### src/rtl/exc_pkg.sv
package exc_pkg;

  typedef enum logic [1:0] {
    CAUSE_UNDEF = 2'b00,
    CAUSE_OVF   = 2'b01,
    CAUSE_IRQ   = 2'b10
  } causeE;

  // strobes from control to datapath
  typedef struct packed {
    logic  capture;    // event accepted this cycle
    logic  syncFault;  // accepted event is tied to the execute instruction
    causeE code;       // winning cause
    logic  eretTake;   // return accepted this cycle
  } excStrobeT;

endpackage

### src/rtl/exc_ctrl.sv
module exc_ctrl
  import exc_pkg::*;
(
  input  logic      clk,
  input  logic      rstN,
  input  logic      exUndef,
  input  logic      exOvf,
  input  logic      irqReq,
  input  logic      eretPulse,
  output excStrobeT strobe,
  output logic      flushFront,
  output logic      flushEx,
  output logic      wbSuppress,
  output logic      redirectValid
);

  logic  handlerActive;
  logic  anyFault;
  logic  accept;
  logic  eretTake;
  causeE winCode;

  assign anyFault = exUndef | exOvf;
  assign accept   = !handlerActive && (anyFault || irqReq);
  assign eretTake = handlerActive && eretPulse;

  // fixed priority: undefined opcode, then overflow, then interrupt
  always_comb begin
    if (exUndef)    winCode = CAUSE_UNDEF;
    else if (exOvf) winCode = CAUSE_OVF;
    else            winCode = CAUSE_IRQ;
  end

  always_comb begin
    strobe.capture   = accept;
    strobe.syncFault = anyFault;
    strobe.code      = winCode;
    strobe.eretTake  = eretTake;
  end

  always_ff @(posedge clk) begin
    if (!rstN) begin
      handlerActive <= 1'b0;
      flushFront    <= 1'b0;
      flushEx       <= 1'b0;
      wbSuppress    <= 1'b0;
      redirectValid <= 1'b0;
    end else begin
      if (accept)        handlerActive <= 1'b1;
      else if (eretTake) handlerActive <= 1'b0;
      flushFront    <= accept || eretTake;
      flushEx       <= accept;
      wbSuppress    <= accept && anyFault;
      redirectValid <= accept || eretTake;
    end
  end


  flush_single_chk: assert property (@(posedge clk) disable iff (!rstN)
    flushEx |=> !flushEx);


  wb_needs_flush_chk: assert property (@(posedge clk) disable iff (!rstN)
    wbSuppress |-> (flushEx && flushFront && redirectValid));


  masked_chk: assert property (@(posedge clk) disable iff (!rstN)
    (handlerActive && !eretPulse) |=> !flushEx && !redirectValid);


  eret_redirect_chk: assert property (@(posedge clk) disable iff (!rstN)
    (handlerActive && eretPulse) |=> (redirectValid && flushFront && !flushEx));

endmodule

### src/rtl/exc_datapath.sv
module exc_datapath
  import exc_pkg::*;
#(
  parameter int PC_W = 32,
  parameter logic [PC_W-1:0] FIXED_ENTRY = 32'h8000_0180,
  parameter logic [PC_W-1:0] VEC_BASE    = 32'hC000_0000,
  parameter logic [PC_W-1:0] VEC_STRIDE  = 32'h0000_0020,
  parameter logic [PC_W-1:0] INSN_BYTES  = 32'h0000_0004
) (
  input  logic            clk,
  input  logic            rstN,
  input  excStrobeT       strobe,
  input  logic [PC_W-1:0] exPc,
  input  logic            vecMode,
  output logic [PC_W-1:0] redirectPc,
  output logic [PC_W-1:0] epcOut,
  output causeE           causeOut
);

  localparam int CODE_W = $bits(causeE);

  logic [PC_W-1:0] epcNext;
  logic [PC_W-1:0] vecTarget;
  logic [PC_W-1:0] entryPc;

  // synchronous faults resume after the instruction, interrupts restart it
  assign epcNext   = strobe.syncFault ? (exPc + INSN_BYTES) : exPc;
  assign vecTarget = VEC_BASE + ({{(PC_W-CODE_W){1'b0}}, strobe.code} * VEC_STRIDE);
  assign entryPc   = vecMode ? vecTarget : FIXED_ENTRY;

  always_ff @(posedge clk) begin
    if (!rstN) begin
      epcOut     <= '0;
      causeOut   <= CAUSE_UNDEF;
      redirectPc <= '0;
    end else if (strobe.capture) begin
      epcOut     <= epcNext;
      causeOut   <= strobe.code;
      redirectPc <= entryPc;
    end else if (strobe.eretTake) begin
      redirectPc <= epcOut;
    end
  end


  epc_sync_chk: assert property (@(posedge clk) disable iff (!rstN)
    (strobe.capture && strobe.syncFault) |=> epcOut == $past(exPc) + INSN_BYTES);


  fixed_entry_chk: assert property (@(posedge clk) disable iff (!rstN)
    (strobe.capture && !vecMode) |=> redirectPc == FIXED_ENTRY);


  hold_chk: assert property (@(posedge clk) disable iff (!rstN)
    (!strobe.capture) |=> ($stable(epcOut) && $stable(causeOut)));

endmodule

### src/rtl/exc_unit.sv
module exc_unit
  import exc_pkg::*;
#(
  parameter int PC_W = 32
) (
  input  logic            clk,
  input  logic            rstN,
  input  logic            exUndef,
  input  logic            exOvf,
  input  logic [PC_W-1:0] exPc,
  input  logic            irqReq,
  input  logic            vecMode,
  input  logic            eretPulse,
  output logic            flushFront,
  output logic            flushEx,
  output logic            wbSuppress,
  output logic            redirectValid,
  output logic [PC_W-1:0] redirectPc,
  output logic [PC_W-1:0] epcOut,
  output logic [1:0]      causeOut
);

  excStrobeT strobe;
  causeE     causeQ;

  exc_ctrl uCtrl (
    .clk          (clk),
    .rstN         (rstN),
    .exUndef      (exUndef),
    .exOvf        (exOvf),
    .irqReq       (irqReq),
    .eretPulse    (eretPulse),
    .strobe       (strobe),
    .flushFront   (flushFront),
    .flushEx      (flushEx),
    .wbSuppress   (wbSuppress),
    .redirectValid(redirectValid)
  );

  exc_datapath #(.PC_W(PC_W)) uDp (
    .clk       (clk),
    .rstN      (rstN),
    .strobe    (strobe),
    .exPc      (exPc),
    .vecMode   (vecMode),
    .redirectPc(redirectPc),
    .epcOut    (epcOut),
    .causeOut  (causeQ)
  );

  assign causeOut = causeQ;


  undef_wins_chk: assert property (@(posedge clk) disable iff (!rstN)
    (flushEx && wbSuppress && $past(exUndef)) |-> causeOut == 2'b00);

endmodule

### config.mk
export PLATFORM = sky130hd
export DESIGN_NAME = exc_unit
export DESIGN_NICKNAME = d
export VERILOG_FILES = /design/src/rtl/exc_pkg.sv /design/src/rtl/exc_ctrl.sv /design/src/rtl/exc_datapath.sv /design/src/rtl/exc_unit.sv
export SDC_FILE = /design/constraint.sdc
export NUM_CORES = 1
export LEC_CHECK = 0
export ABC_CLOCK_PERIOD_IN_PS = 3250
export BUFFER_PORTS_ARGS = -buffer_cell sky130_fd_sc_hd__buf_2
export CORE_ASPECT_RATIO = 1.25
export CORE_MARGIN = 1
export CORE_UTILIZATION = 53
export DETAILED_ROUTE_END_ITERATION = 6
export PLACE_DENSITY = 0.85
export SYNTH_ARGS = -nofsm -noshare
export SYNTH_HDL_FRONTEND = slang
export SYNTH_SLANG_ARGS = --single-unit
export TNS_END_PERCENT = 100
### constraint.sdc
create_clock -name clk -period 3.25 [get_ports clk]
set_input_delay 0.325 -clock clk [delete_from_list [all_inputs] [get_ports clk]]
set_output_delay 0.325 -clock clk [all_outputs]
set_load 0.02 [all_outputs]
Yosys cells after proc, flatten, opt, wreduce, memory -nomap -nowiden
Cells that the tools add are included.
{"block": "word_totals", "reg_bits": 70, "in_bits": 39, "wordCells": 25}
{"block": "classes", "n_reduce_logical": 7, "n_addsub": 2, "n_bitwise": 1, "muxes": 8}
{"cell": "2-to-1 mux 32 bit", "count": 4}
{"cell": "adder 31 x 8 -> 32 bit, first input constant", "count": 1}
{"cell": "adder 32 x 3 -> 32 bit, second input constant", "count": 1}
{"cell": "2-to-1 mux 2 bit", "count": 2}
{"cell": "logical AND 1 bit", "count": 3}
{"cell": "logical OR 1 bit", "count": 2}
{"cell": "2-to-1 mux 1 bit", "count": 2}
{"cell": "nonzero test 2 bit", "count": 1}
{"cell": "zero test 1 bit", "count": 1}
{"cell": "bitwise OR 1 bit", "count": 1}

Longest topological paths before layout
Gate-level depths: netlist (run 1).
{"block": "logic_depth", "ltp_word": 5, "mapped_depth": 7, "ltp_nobuf": 6}

Hierarchy
Synthesis (run 1) repeated with hierarchy kept, for this count alone.
{"block": "hier_totals", "hier_cells": 357, "area_unflattened_um2": 3140.5}
{"mod": "exc_datapath", "area_each_um2": 2957.8, "instances": 1, "cells_per_inst": 336}
{"mod": "exc_ctrl", "area_each_um2": 182.7, "instances": 1, "cells_per_inst": 21}

Worst setup path before layout (run 1)
OpenSTA, ideal clock, no wires.
{"block": "synth_path", "path_type": "input port to flip-flop", "startpoint": "input port exOvf", "endpoint": "register uDp.epcOut[25]", "t_required_ns": 3.176, "path_slack_ns": 1.562, "t_arrival_ns": 1.614, "setup_time_ns": 0.074, "stages": 7, "n_path_buf": 2, "cell_sequence": "buf_2 o2111a_2 and4_1 buf_6 nand3_4 or4_1 a31oi_1"}
{"block": "synth_via", "elab_chain_len": 3}
{"element": "from (decl)", "line": "exc_unit.sv:9", "rtl": "input logic exOvf,"}
{"element": "bitwise OR 1 bit *", "line": "exc_ctrl.sv:23", "rtl": "assign anyFault = exUndef | exOvf;"}
{"element": "logical OR 1 bit", "line": "exc_ctrl.sv:24", "rtl": "assign accept = !handlerActive && (anyFault || irqReq);"}
{"element": "logical AND 1 bit", "line": "exc_ctrl.sv:24"}
{"element": "to (signal assigned)", "line": "exc_datapath.sv:37", "rtl": "epcOut <= epcNext;"}
{"element": "to (decl)", "line": "exc_datapath.sv:16", "rtl": "output logic [PC_W-1:0] epcOut,"}
Every way passes the cells marked *; elsewhere a longest branch is shown, timed or not.
A chain may end at the register's enable or synchronous reset.

Final worst setup path (run 1)
{"block": "layout_path", "startpoint": "register uCtrl.handlerActive", "endpoint": "register uDp.redirectPc[7]"}
{"block": "layout_via", "elab_chain_len": 3}
{"element": "from (decl)", "line": "exc_ctrl.sv:17", "rtl": "logic handlerActive;"}
{"element": "from (signal assigned)", "line": "exc_ctrl.sv:43", "rtl": "handlerActive <= 1'b0;"}
{"element": "from (signal assigned)", "line": "exc_ctrl.sv:49", "rtl": "if (accept) handlerActive <= 1'b1;"}
{"element": "from (signal assigned)", "line": "exc_ctrl.sv:50", "rtl": "else if (eretTake) handlerActive <= 1'b0;"}
{"element": "zero test 1 bit", "line": "exc_ctrl.sv:24"}
{"element": "logical AND 1 bit", "line": "exc_ctrl.sv:24"}
{"element": "2-to-1 mux 32 bit or nonzero test 2 bit (tied branches)"}
{"element": "to (signal assigned)", "line": "exc_datapath.sv:39", "rtl": "redirectPc <= entryPc;"}
{"element": "to (signal assigned)", "line": "exc_datapath.sv:41", "rtl": "redirectPc <= epcOut;"}
{"element": "to (decl)", "line": "exc_datapath.sv:15", "rtl": "output logic [PC_W-1:0] redirectPc,"}
Parallel ways exist; a longest one is shown, timed or not.

==> metrics.txt, run 1 <==
# TYPE chip_impl_metric gauge
chip_impl_info{name="outcome",value="completed"} 1
chip_impl_metric{name="worstPathMaxFanout",unit=""} 37
chip_impl_metric{name="chipWidth",unit="um"} 69.6
chip_impl_metric{name="endpoint_required_time_on_the_critical_path",unit="ns"} 3.44
chip_impl_metric{name="post_synth_design_cell_area",unit="um2"} 3030
chip_impl_metric{name="finalHoldViolations",unit=""} 0
chip_impl_metric{name="syn-num-nets",unit=""} 409
chip_impl_metric{name="globalplace.congestion",unit=""} 0.824
chip_impl_metric{name="report.power.total",unit="mW"} 1.87
chip_impl_metric{name="max_cap_violations",unit=""} 0
chip_impl_metric{name="synth_edf_count",unit=""} 0
chip_impl_metric{name="via_count_of_the_first_global_routing_pass",unit=""} 2601
chip_impl_metric{name="synthCells",unit=""} 369
chip_impl_metric{name="postCtsHoldBufs",unit=""} 0
chip_impl_metric{name="wl",unit="mm"} 7.78
chip_impl_metric{name="leakage",unit="nW"} 1.58
chip_impl_metric{name="fp-row-count",unit=""} 30
chip_impl_metric{name="slew_headroom",unit=""} 0.335
chip_impl_metric{name="clock_sinks",unit=""} 70
chip_impl_info{name="worst_setup_path_startpoint",value="uCtrl.handlerActive"} 1
chip_impl_metric{name="yosys.area.top_type_share",unit=""} 0.462
chip_impl_metric{name="worst_path_depth",unit=""} 4
chip_impl_metric{name="top_level_ports",unit=""} 109
chip_impl_info{name="post_synth_most_frequent_cells",value="dfxtp_1, nand2_1, a21oi_1, nand3_1, o21ai_0"} 1
chip_impl_metric{name="initial_util",unit=""} 0.553
chip_impl_metric{name="total_grt_overflow",unit=""} 0
chip_impl_info{name="synth_top_flop_cell",value="dfxtp_1"} 1
chip_impl_info{name="hold_path.class",value="input port to flop"} 1
chip_impl_metric{name="pwr_density_cell",unit="nW/um2"} 503
chip_impl_metric{name="antenna_cells",unit=""} 0
chip_impl_metric{name="synth_async_sr_flop_share",unit=""} 0
chip_impl_info{name="criticalPathCategory",value="flop to flop"} 1
chip_impl_metric{name="achievable-frequency",unit="MHz"} 536
chip_impl_metric{name="timing.hold.ws",unit="ns"} 0.231
chip_impl_metric{name="final_nets",unit=""} 502
chip_impl_metric{name="fillerInstances",unit=""} 464
chip_impl_metric{name="ys_types",unit=""} 37
chip_impl_metric{name="cts_inserted_buffers",unit=""} 9
chip_impl_metric{name="max-clock-path-buffers",unit=""} 2
chip_impl_info{name="setup.worst_path.start_class",value="flop"} 1
chip_impl_metric{name="detail_route.wl_per_cell",unit="um"} 14.6
chip_impl_metric{name="port_buffers",unit=""} 108
chip_impl_metric{name="clock_skews",unit="ns"} 0.00498
chip_impl_metric{name="number_of_cells_in_the_design_after_placement",unit=""} 515
chip_impl_metric{name="final_cell_count_no_fill",unit=""} 531
chip_impl_metric{name="timing.final.setup_violations",unit=""} 0
chip_impl_metric{name="worst_hold_path.num_cells",unit=""} 3
chip_impl_metric{name="global_route_wire_length_before_repair",unit="mm"} 12.3
chip_impl_info{name="critical_path.top_delay_family",value="simple AND/OR/NAND/NOR gates"} 1
chip_impl_metric{name="route.detailed.drc",unit=""} 0
chip_impl_metric{name="min_period_over_period",unit=""} 0.574
chip_impl_metric{name="worst-r2r-cell-count",unit=""} 4
chip_impl_info{name="critical-path-top-cell-by-count",value="nor2_1"} 1
chip_impl_metric{name="ctsResizeCount",unit=""} 0
chip_impl_metric{name="drive_above_1_share",unit=""} 0.276
chip_impl_metric{name="detail_route.iter0.violations",unit=""} 276
chip_impl_info{name="timing.critical_path.to_type",value="flop"} 1
chip_impl_info{name="cts-root-buf",value="clkbuf_8"} 1
chip_impl_metric{name="utilization",unit=""} 0.677
chip_impl_info{name="synthTopCellsByArea",value="dfxtp_1, a21oi_1, xor2_1"} 1
chip_impl_metric{name="reg_clk_slew_reported_paths",unit="ns"} 0.06
chip_impl_metric{name="cts_post_setup_buffers_inserted",unit=""} 0
chip_impl_metric{name="regToRegSetupSlack",unit="ns"} 1.38
chip_impl_metric{name="clock_tree.htree_level_count",unit=""} 3
chip_impl_metric{name="syn-mean-instance-area",unit="um2"} 8.22
chip_impl_metric{name="ys_ff_latch",unit=""} 70
chip_impl_metric{name="placeable_core_region",unit="um2"} 5480
chip_impl_metric{name="peakVddDrop",unit="uV"} 237
chip_impl_info{name="worstSetupEndpoint",value="uDp.redirectPc[7]"} 1
chip_impl_info{name="slowest_cell_on_crit_path",value="or2_2"} 1
chip_impl_metric{name="critical_path.max_stage_delay",unit="ns"} 0.64
chip_impl_metric{name="tightest_slew",unit="ns"} 0.995
chip_impl_metric{name="final.setup.tns",unit="ns"} 0
chip_impl_info{name="worst_r2r_startpoint",value="uCtrl.handlerActive"} 1
chip_impl_metric{name="post_drt_via_cell_ratio",unit=""} 5.73
chip_impl_metric{name="path_buf_inv",unit=""} 0
chip_impl_metric{name="post-dp-hpwl",unit="mm"} 5.48
chip_impl_metric{name="chipHeight",unit="um"} 86.6
chip_impl_metric{name="grt_max_degree",unit=""} 47
chip_impl_metric{name="design.die.area",unit="um2"} 6030
chip_impl_info{name="crit-reg2reg-capture",value="uDp.redirectPc[7]"} 1
chip_impl_info{name="synthMostInstantiatedCell",value="dfxtp_1"} 1
chip_impl_metric{name="synth_seq_area_share",unit=""} 0.462
chip_impl_metric{name="yosys_warnings",unit=""} 0
chip_impl_metric{name="number_of_routed_nets_with_antenna_violations",unit=""} 0
chip_impl_metric{name="clock_latency",unit="ns"} 0.33
chip_impl_info{name="clock_tree_from_tritoncts",value="built"} 1
chip_impl_metric{name="period_needed",unit="ns"} 1.87
chip_impl_metric{name="final_max_slew_viols",unit=""} 0
chip_impl_metric{name="vias",unit=""} 3044
chip_impl_metric{name="first_pass_iters",unit=""} 5
chip_impl_metric{name="syn_to_final_growth",unit="%"} 22.4
chip_impl_info{name="grt_setup_unrepaired",value="no"} 1
chip_impl_metric{name="groute.usage.overall",unit=""} 0.255
chip_impl_info{name="cell_by_cell_trace_of_the_critical_path",value="or2_2 -> nor2_1 -> a221oi_1 -> nor2_1"} 1
chip_impl_info{name="synth.largest_area_cell",value="dfxtp_1"} 1
chip_impl_metric{name="antenna_violations_before_repair",unit=""} 0
chip_impl_metric{name="arrival",unit="ns"} 2.05
==> worst reg2reg max path, cell delays in order, from the launching register on <==
cell	delay (ns)
dfxtp_1	0.57
or2_2	0.64
nor2_1	0.17
a221oi_1	0.27
nor2_1	0.07
==> report_power, final <==
group          total (mW)  internal [mW]  switching, mW
Sequential          0.958          0.914         0.0438
Clock               0.583          0.298          0.285
Combinational       0.325          0.105          0.220
Total                1.87           1.32          0.549
==> sequential cells by signal, summed over array words and instances, names as in the netlist <==
| signal | cells |
|---|---|
| uCtrl.flushFront | 1 |
| uCtrl.wbSuppress | 1 |
| uCtrl.handlerActive | 1 |
| uDp.causeOut | 2 |
| uCtrl.flushEx | 1 |
| uDp.redirectPc | 32 |
| uDp.epcOut | 32 |
==> area by class of cell <==
cell class / instances / area, um2 / area share
multi-input cells: 265 / 1490 / 0.402
inverters: 6 / 22.5 / 0.00607
well taps: 64 / 80.1 / 0.0216
repair buffers: 110 / 556 / 0.150
clock inverters: 1 / 5.00 / 0.00135
clock buffers: 15 / 156 / 0.0421
flip-flops and latches: 70 / 1400 / 0.378
==> kinds of logic (layout without fill, tap and decap cells) <==
logic type / Yosys count / after routing / synth area share
AO/OA/AOI/OAI: 96 / 96 / 0.179
XOR/XNOR: 27 / 27 / 0.0780
adder cells (fa/ha/maj): 1 / 1 / 0.00413
buffers and inverters: 34 / 132 / 0.0487
flip-flops: 70 / 70 / 0.462
AND/OR/NAND/NOR: 141 / 141 / 0.228
==> how the worst min path moves through the flow <==
| stage | end | slack [ns] | start |
|---|---|---|---|
| CTS | uDp.epcOut[0] | 0.22 | exPc[0] |
| finish | uDp.epcOut[0] | 0.23 | exPc[0] |
| floorplan | uCtrl.flushEx | 0.45 | rstN |
| global route | uDp.epcOut[0] | 0.23 | exPc[0] |
| global placement | uDp.redirectPc[4] | 0.45 | uDp.redirectPc[4] |
| detailed placement | uDp.redirectPc[2] | 0.46 | uDp.redirectPc[2] |
==> per-stage QoR <==
stage	instance area, um2	setup WS (ns)
2_1_floorplan	3030	1.56
3_3_place_gp	3550	1.22
3_5_place_dp	3550	1.12
4_1_cts	3710	1.42
5_1_grt	3710	1.24
6_report	3710	1.38
==> per-layer routing <==
layer  global-route usage  routed length (um)  up-vias
met5                    0                   0        -
met3               0.0419                 489       15
li1                     -                   -     1489
met2                0.389                3720      129
met1                0.358                3380     1411
met4                0.113                 187        0
==> placed cells by master, fill, tap and decap left out <==
cell type,synthesis,layout
a221oi_1,2,2
nor2_4,0,1
nor2_1,20,19
inv_1,5,5
nor3_1,4,4
or4_1,1,1
nor4_1,2,2
ha_1,1,1
dfxtp_1,70,70
o21ai_1,2,2
and3_1,4,4
nor3_4,1,1
nand3_1,35,35
inv_2,1,1
a211oi_1,7,7
xnor2_1,5,5
nand2_1,51,51
a21oi_1,50,50
and4_1,3,3
or2_2,1,1
buf_4,2,2
o21ai_0,24,24
o2111ai_2,1,1
xor2_1,22,22
nand3_4,1,1
and2_0,1,1
clkbuf_8,0,10
nand3b_1,1,1
nand4_1,13,13
clkinv_2,0,1
clkbuf_1,16,5
a311oi_1,3,3
o2111a_2,1,1
buf_2,4,108
a31oi_1,5,5
and2_1,2,2
o31ai_1,1,1
nor3_2,1,1
Power figures use the tool's default switching activity.
==> inputs of run 2 (changes only) <==
--- a/config.mk
+++ b/config.mk
@@ -5,13 +5,13 @@
 export SDC_FILE = /design/constraint.sdc
 export NUM_CORES = 1
 export LEC_CHECK = 0
-export ABC_CLOCK_PERIOD_IN_PS = 3250
+export ABC_CLOCK_PERIOD_IN_PS = 1850
 export BUFFER_PORTS_ARGS = -buffer_cell sky130_fd_sc_hd__buf_2
 export CORE_ASPECT_RATIO = 1.25
 export CORE_MARGIN = 1
-export CORE_UTILIZATION = 53
+export CORE_UTILIZATION = 49
 export DETAILED_ROUTE_END_ITERATION = 6
-export PLACE_DENSITY = 0.85
+export PLACE_DENSITY = 0.79
 export SYNTH_ARGS = -nofsm -noshare
 export SYNTH_HDL_FRONTEND = slang
 export SYNTH_SLANG_ARGS = --single-unit
==> constraint.sdc (replaced) <==
create_clock -name clk -period 1.85 [get_ports clk]
set_input_delay 0.185 -clock clk [delete_from_list [all_inputs] [get_ports clk]]
set_output_delay 0.185 -clock clk [all_outputs]
set_load 0.02 [all_outputs]
==> metrics.txt, run 2 (synthesized netlist as in run 1, its figures left out) <==
# TYPE chip_impl_metric gauge
chip_impl_metric{name="final_nets",unit=""} 517
chip_impl_metric{name="syn_to_final_growth",unit="%"} 27.0
chip_impl_metric{name="slew_headroom",unit=""} 0.327
chip_impl_metric{name="cts_post_setup_buffers_inserted",unit=""} 0
chip_impl_metric{name="clock_sinks",unit=""} 70
chip_impl_metric{name="report.power.total",unit="mW"} 3.36
chip_impl_metric{name="clock_latency",unit="ns"} 0.35
chip_impl_metric{name="path_buf_inv",unit=""} 1
chip_impl_metric{name="postCtsHoldBufs",unit=""} 0
chip_impl_metric{name="chipHeight",unit="um"} 89.9
chip_impl_info{name="setup.worst_path.start_class",value="flop"} 1
chip_impl_metric{name="pwr_density_cell",unit="nW/um2"} 871
chip_impl_metric{name="multiInputGateArea",unit="um2"} 1500
chip_impl_metric{name="post_drt_via_cell_ratio",unit=""} 5.50
chip_impl_info{name="largestRegisters",value="uDp.epcOut x32, uDp.redirectPc x32, uDp.causeOut x2"} 1
chip_impl_metric{name="utilization",unit=""} 0.653
chip_impl_metric{name="worstPathMaxFanout",unit=""} 10
chip_impl_metric{name="top_level_ports",unit=""} 109
chip_impl_metric{name="antenna_violations_before_repair",unit=""} 0
chip_impl_info{name="layout.cells.most_common",value="buf_2"} 1
chip_impl_metric{name="ctsResizeCount",unit=""} 0
chip_impl_metric{name="antenna_cells",unit=""} 0
chip_impl_info{name="cell_by_cell_trace_of_the_critical_path",value="buf_4 -> and2_1 -> nor2_1 -> a221oi_1 -> nor2_1"} 1
chip_impl_info{name="critical_path.top_delay_family",value="simple AND/OR/NAND/NOR gates"} 1
chip_impl_metric{name="post-dp-hpwl",unit="mm"} 5.93
chip_impl_info{name="timing.critical_path.to_type",value="flop"} 1
chip_impl_metric{name="fp-row-count",unit=""} 31
chip_impl_info{name="clock_tree_from_tritoncts",value="built"} 1
chip_impl_info{name="grt_setup_unrepaired",value="no"} 1
chip_impl_metric{name="clock_skews",unit="ns"} 0.00838
chip_impl_metric{name="vias",unit=""} 3094
chip_impl_metric{name="globalplace.congestion",unit=""} 0.849
chip_impl_metric{name="max-clock-path-buffers",unit=""} 2
chip_impl_metric{name="number_of_routed_nets_with_antenna_violations",unit=""} 0
chip_impl_metric{name="grt_max_degree",unit=""} 54
chip_impl_metric{name="regArea",unit="um2"} 1400
chip_impl_metric{name="critical_path.max_stage_delay",unit="ns"} 0.47
chip_impl_info{name="criticalPathCategory",value="flop to flop"} 1
chip_impl_metric{name="leakage",unit="nW"} 1.66
chip_impl_metric{name="fillerInstances",unit=""} 519
chip_impl_metric{name="first_pass_iters",unit=""} 5
chip_impl_metric{name="route.detailed.drc",unit=""} 0
chip_impl_metric{name="total_grt_overflow",unit=""} 0
chip_impl_metric{name="finalHoldViolations",unit=""} 0
chip_impl_metric{name="placeable_core_region",unit="um2"} 5900
chip_impl_metric{name="clock_tree.htree_level_count",unit=""} 3
chip_impl_metric{name="initial_util",unit=""} 0.514
chip_impl_metric{name="min_period_over_period",unit=""} 0.892
chip_impl_metric{name="design.die.area",unit="um2"} 6510
chip_impl_metric{name="number_of_cells_in_the_design_after_placement",unit=""} 547
chip_impl_metric{name="groute.usage.overall",unit=""} 0.263
chip_impl_metric{name="fin_ws",unit="ns"} 0.200
chip_impl_metric{name="tightest_slew",unit="ns"} 1.01
chip_impl_info{name="critical-path-top-cell-by-count",value="nor2_1"} 1
chip_impl_info{name="global_route.peak_usage_layer",value="met2"} 1
chip_impl_info{name="cts-root-buf",value="clkbuf_8"} 1
chip_impl_metric{name="peakVddDrop",unit="uV"} 381
chip_impl_metric{name="reg_clk_slew_reported_paths",unit="ns"} 0.07
chip_impl_metric{name="arrival",unit="ns"} 1.87
chip_impl_info{name="layout_common_cells",value="buf_2, dfxtp_1, nand2_1"} 1
chip_impl_metric{name="final_max_slew_viols",unit=""} 0
chip_impl_metric{name="achievable-frequency",unit="MHz"} 606
chip_impl_metric{name="max_cap_violations",unit=""} 0
chip_impl_metric{name="timing.final.setup_violations",unit=""} 0
chip_impl_metric{name="period_needed",unit="ns"} 1.65
chip_impl_metric{name="global_route_wire_length_before_repair",unit="mm"} 13.4
chip_impl_metric{name="wl",unit="mm"} 8.36
chip_impl_info{name="outcome",value="completed"} 1
chip_impl_metric{name="pre_cts_slack",unit="ns"} -0.0398
chip_impl_metric{name="grt.met1_usage",unit=""} 0.334
chip_impl_metric{name="detail_route.iter0.violations",unit=""} 249
chip_impl_metric{name="final.setup.tns",unit="ns"} 0
chip_impl_metric{name="cts_inserted_buffers",unit=""} 9
chip_impl_metric{name="grt.met3_usage",unit=""} 0.0605
chip_impl_metric{name="final_cell_count_no_fill",unit=""} 563
chip_impl_metric{name="drive_above_1_share",unit=""} 0.301
chip_impl_metric{name="endpoint_required_time_on_the_critical_path",unit="ns"} 2.07
chip_impl_metric{name="grtUsageMet2",unit=""} 0.417
chip_impl_info{name="hold_path.class",value="input port to flop"} 1
chip_impl_metric{name="via_count_of_the_first_global_routing_pass",unit=""} 2827
chip_impl_metric{name="port_buffers",unit=""} 108
chip_impl_metric{name="chipWidth",unit="um"} 72.4
chip_impl_info{name="slowest_cell_on_crit_path",value="dfxtp_1"} 1
chip_impl_metric{name="detail_route.wl_per_cell",unit="um"} 14.8
run 2: routing by layer:
metal,up-vias,wire length (um)
li1,1521,-
met1,1418,3520
met2,124,4040
met3,31,518
met4,0,287
met5,-,0
run 2: tightest hold or removal path, cell delays in order:
cell and delay [ns]:
buf_2 0.10, nand2_1 0.05, a21oi_1 0.05
run 2: path summary, 6_finish.rpt:
check | endpoint | cells after the start | slack, ns | from
hold reg to reg | uDp.redirectPc[27] | 2 | 0.46 | uDp.redirectPc[27]
hold / removal | uDp.epcOut[1] | 3 | 0.08 | exPc[1]
setup reg to reg | uDp.redirectPc[7] | 5 | 0.20 | uCtrl.handlerActive
setup / recovery | uDp.redirectPc[7] | 5 | 0.20 | uCtrl.handlerActive
run 2: final cells by class:
cell class,count,area share
clock buffer,14,0.0422
multi-input combinational,266,0.389
clock inverter,1,0.00130
sequential,70,0.364
inverter,6,0.00585
tap,82,0.0266
timing repair buffer,124,0.172
run 2: power by group:
part | leakage [nW] | switching (mW) | total (mW) | internal [mW]
Combinational | 0.994 | 0.404 | 0.610 | 0.206
Sequential | 0.576 | 0.0739 | 1.68 | 1.61
Clock | 0.0865 | 0.513 | 1.07 | 0.552
run 2: through the flow:
stage | hold slack [ns] | cell area [um2]
after floorplan | 0.315 | 3030
after global placement | 0.435 | 3680
after detailed placement | 0.440 | 3680
after CTS | 0.0749 | 3840
after global routing | 0.0748 | 3850
final | 0.0803 | 3850
==> inputs of run 3 (changes only) <==
==> constraint.sdc (replaced) <==
create_clock -name clk -period 1.85 [get_ports clk]
set_input_delay 0.0925 -clock clk [delete_from_list [all_inputs] [get_ports clk]]
set_output_delay 0.0925 -clock clk [all_outputs]
set_load 0.02 [all_outputs]
==> metrics.txt, run 3 (synthesized netlist as in run 1, its figures left out) <==
# TYPE chip_impl_metric gauge
chip_impl_info{name="outcome",value="completed"} 1
chip_impl_metric{name="slew_headroom",unit=""} 0.675
chip_impl_info{name="worst_setup_path_startpoint",value="uCtrl.handlerActive"} 1
chip_impl_metric{name="ctsResizeCount",unit=""} 0
chip_impl_info{name="largestRegisters",value="uDp.epcOut x32, uDp.redirectPc x32, uDp.causeOut x2"} 1
chip_impl_metric{name="tightest_slew",unit="ns"} 0.488
chip_impl_metric{name="design.die.area",unit="um2"} 6510
chip_impl_info{name="worstSetupEndpoint",value="uDp.redirectPc[8]"} 1
chip_impl_metric{name="utilization",unit=""} 0.659
chip_impl_metric{name="clock_latency",unit="ns"} 0.34
chip_impl_metric{name="final_nets",unit=""} 514
chip_impl_metric{name="cts_inserted_buffers",unit=""} 9
chip_impl_info{name="cell_by_cell_trace_of_the_critical_path",value="and2_1 -> nor2_1 -> a221oi_1 -> nor2_1"} 1
chip_impl_metric{name="top_level_ports",unit=""} 109
chip_impl_metric{name="grt.met1_usage",unit=""} 0.362
chip_impl_metric{name="antenna_violations_before_repair",unit=""} 0
chip_impl_metric{name="worstPathMaxFanout",unit=""} 11
chip_impl_metric{name="clock_sinks",unit=""} 70
chip_impl_metric{name="detail_route.iter0.violations",unit=""} 201
chip_impl_metric{name="route.detailed.drc",unit=""} 0
chip_impl_info{name="global_route.peak_usage_layer",value="met2"} 1
chip_impl_info{name="clock_tree_from_tritoncts",value="built"} 1
chip_impl_metric{name="wl",unit="mm"} 8.18
chip_impl_metric{name="syn_to_final_growth",unit="%"} 28.2
chip_impl_metric{name="worst-r2r-cell-count",unit=""} 4
chip_impl_metric{name="initial_util",unit=""} 0.514
chip_impl_metric{name="vias",unit=""} 3058
chip_impl_info{name="timing.critical_path.to_type",value="flop"} 1
chip_impl_info{name="worst_r2r_startpoint",value="uCtrl.handlerActive"} 1
chip_impl_info{name="slowest_cell_on_crit_path",value="dfxtp_1"} 1
chip_impl_metric{name="chipHeight",unit="um"} 89.9
chip_impl_metric{name="critical_path.max_stage_delay",unit="ns"} 0.57
chip_impl_metric{name="total_grt_overflow",unit=""} 0
chip_impl_metric{name="finalHoldViolations",unit=""} 0
chip_impl_info{name="criticalPathCategory",value="flop to flop"} 1
chip_impl_metric{name="max_cap_violations",unit=""} 0
chip_impl_metric{name="port_buffers",unit=""} 108
chip_impl_metric{name="grtUsageMet2",unit=""} 0.391
chip_impl_info{name="layout_common_cells",value="buf_2, dfxtp_1, nand2_1"} 1
chip_impl_info{name="layout.cells.most_common",value="buf_2"} 1
chip_impl_metric{name="arrival",unit="ns"} 1.74
chip_impl_metric{name="min_period_over_period",unit=""} 0.824
chip_impl_metric{name="timing.hold.ws",unit="ns"} 0.0500
chip_impl_metric{name="detailed_place.area",unit="um2"} 3660
chip_impl_metric{name="leakage",unit="nW"} 1.67
chip_impl_metric{name="via_count_of_the_first_global_routing_pass",unit=""} 2752
chip_impl_metric{name="pwr_density_cell",unit="nW/um2"} 915
chip_impl_metric{name="final_max_slew_viols",unit=""} 0
chip_impl_metric{name="global_route_wire_length_before_repair",unit="mm"} 13.3
chip_impl_metric{name="drive_above_1_share",unit=""} 0.299
chip_impl_metric{name="clock_tree.htree_level_count",unit=""} 3
chip_impl_metric{name="multiInputGateArea",unit="um2"} 1490
chip_impl_metric{name="number_of_routed_nets_with_antenna_violations",unit=""} 0
chip_impl_metric{name="detail_route.wl_per_cell",unit="um"} 14.6
chip_impl_info{name="crit-reg2reg-capture",value="uDp.redirectPc[8]"} 1
chip_impl_info{name="hold_path.class",value="input port to flop"} 1
chip_impl_info{name="cts-root-buf",value="clkbuf_8"} 1
chip_impl_metric{name="regToRegSetupSlack",unit="ns"} 0.33
chip_impl_metric{name="chipWidth",unit="um"} 72.4
chip_impl_metric{name="fp-row-count",unit=""} 31
chip_impl_metric{name="grt.met3_usage",unit=""} 0.0336
chip_impl_metric{name="final_cell_count_no_fill",unit=""} 560
chip_impl_metric{name="first_pass_iters",unit=""} 5
chip_impl_metric{name="final.setup.tns",unit="ns"} 0
chip_impl_metric{name="placeable_core_region",unit="um2"} 5900
chip_impl_metric{name="antenna_cells",unit=""} 0
chip_impl_info{name="setup.worst_path.start_class",value="flop"} 1
chip_impl_metric{name="finish.instance_area",unit="um2"} 3890
chip_impl_metric{name="max-clock-path-buffers",unit=""} 2
chip_impl_info{name="grt_setup_unrepaired",value="no"} 1
chip_impl_metric{name="achievable-frequency",unit="MHz"} 656
chip_impl_metric{name="endpoint_required_time_on_the_critical_path",unit="ns"} 2.07
chip_impl_metric{name="peakVddDrop",unit="uV"} 480
chip_impl_metric{name="groute.usage.overall",unit=""} 0.261
chip_impl_metric{name="post-dp-hpwl",unit="mm"} 5.83
chip_impl_metric{name="timing.final.setup_violations",unit=""} 0
chip_impl_metric{name="clock_skews",unit="ns"} 0.00949
chip_impl_metric{name="globalplace.congestion",unit=""} 0.866
chip_impl_metric{name="reg_clk_slew_reported_paths",unit="ns"} 0.08
chip_impl_metric{name="fillerInstances",unit=""} 532
chip_impl_metric{name="pre_cts_slack",unit="ns"} 0.265
chip_impl_info{name="critical-path-top-cell-by-count",value="nor2_1"} 1
chip_impl_metric{name="regArea",unit="um2"} 1400
chip_impl_metric{name="fin_ws",unit="ns"} 0.326
chip_impl_metric{name="period_needed",unit="ns"} 1.52
chip_impl_metric{name="number_of_cells_in_the_design_after_placement",unit=""} 543
chip_impl_metric{name="report.power.total",unit="mW"} 3.56
chip_impl_metric{name="grt_max_degree",unit=""} 35
chip_impl_metric{name="post_drt_via_cell_ratio",unit=""} 5.46
run 3: changes by cell type in the layout (fill, tap and decap cells not counted):
cell and delta:
dlygate4sd3_1 +2, buf_12 +1, nor2_2 -1, bufinv_16 +1, clkinvlp_4 +1, buf_4 -5
clkbuf_8 +1, clkbuf_1 -3
run 3: report_power, final:
group	internal [mW]	switching (mW)	total, mW
registers	1.61	0.0758	1.68
logic	0.206	0.393	0.599
clock network	0.724	0.555	1.28
run 3: critical path, delay by kind of cell, from the launching register on:
| kind | cells | cell delay, ns |
|---|---|---|
| AND/OR/NAND/NOR | 3 | 0.58 |
| flip-flops | 1 | 0.57 |
| AO/OA/AOI/OAI | 1 | 0.26 |
run 3: final cells by class:
cell class                 count  area share
timing repair buffer         122       0.171
tap                           82      0.0264
clock buffer                  12      0.0425
clock inverter                 3      0.0109
multi-input combinational    265       0.383
inverter                       6     0.00579
sequential                    70       0.360
run 3: repair_timing:
action                                 4_1_cts  5_1_grt
endpoints found under the hold margin        2        0
buffers inserted                             0        0
hold buffers                                 2        0
run 3: metal layers:
layer,vias to the layer above,share of wire
met4,0,0.023
met3,15,0.072
met5,-,0
met2,135,0.47
met1,1400,0.43
li1,1508,-
run 3: how the worst min path moves through the flow:
| stage | slack (ns) | to | cells past startpoint | startpoint |
|---|---|---|---|---|
| after global routing | 0.06 | uDp.epcOut[25] | 3 | exPc[25] |
| after CTS | 0.04 | uDp.epcOut[31] | 3 | exPc[31] |
| after global placement | 0.33 | uDp.epcOut[1] | 3 | exPc[1] |
| after detailed placement | 0.35 | uDp.epcOut[0] | 3 | exPc[0] |
| final | 0.05 | uDp.epcOut[25] | 3 | exPc[25] |
| after floorplan | 0.22 | uCtrl.flushEx | 2 | rstN |
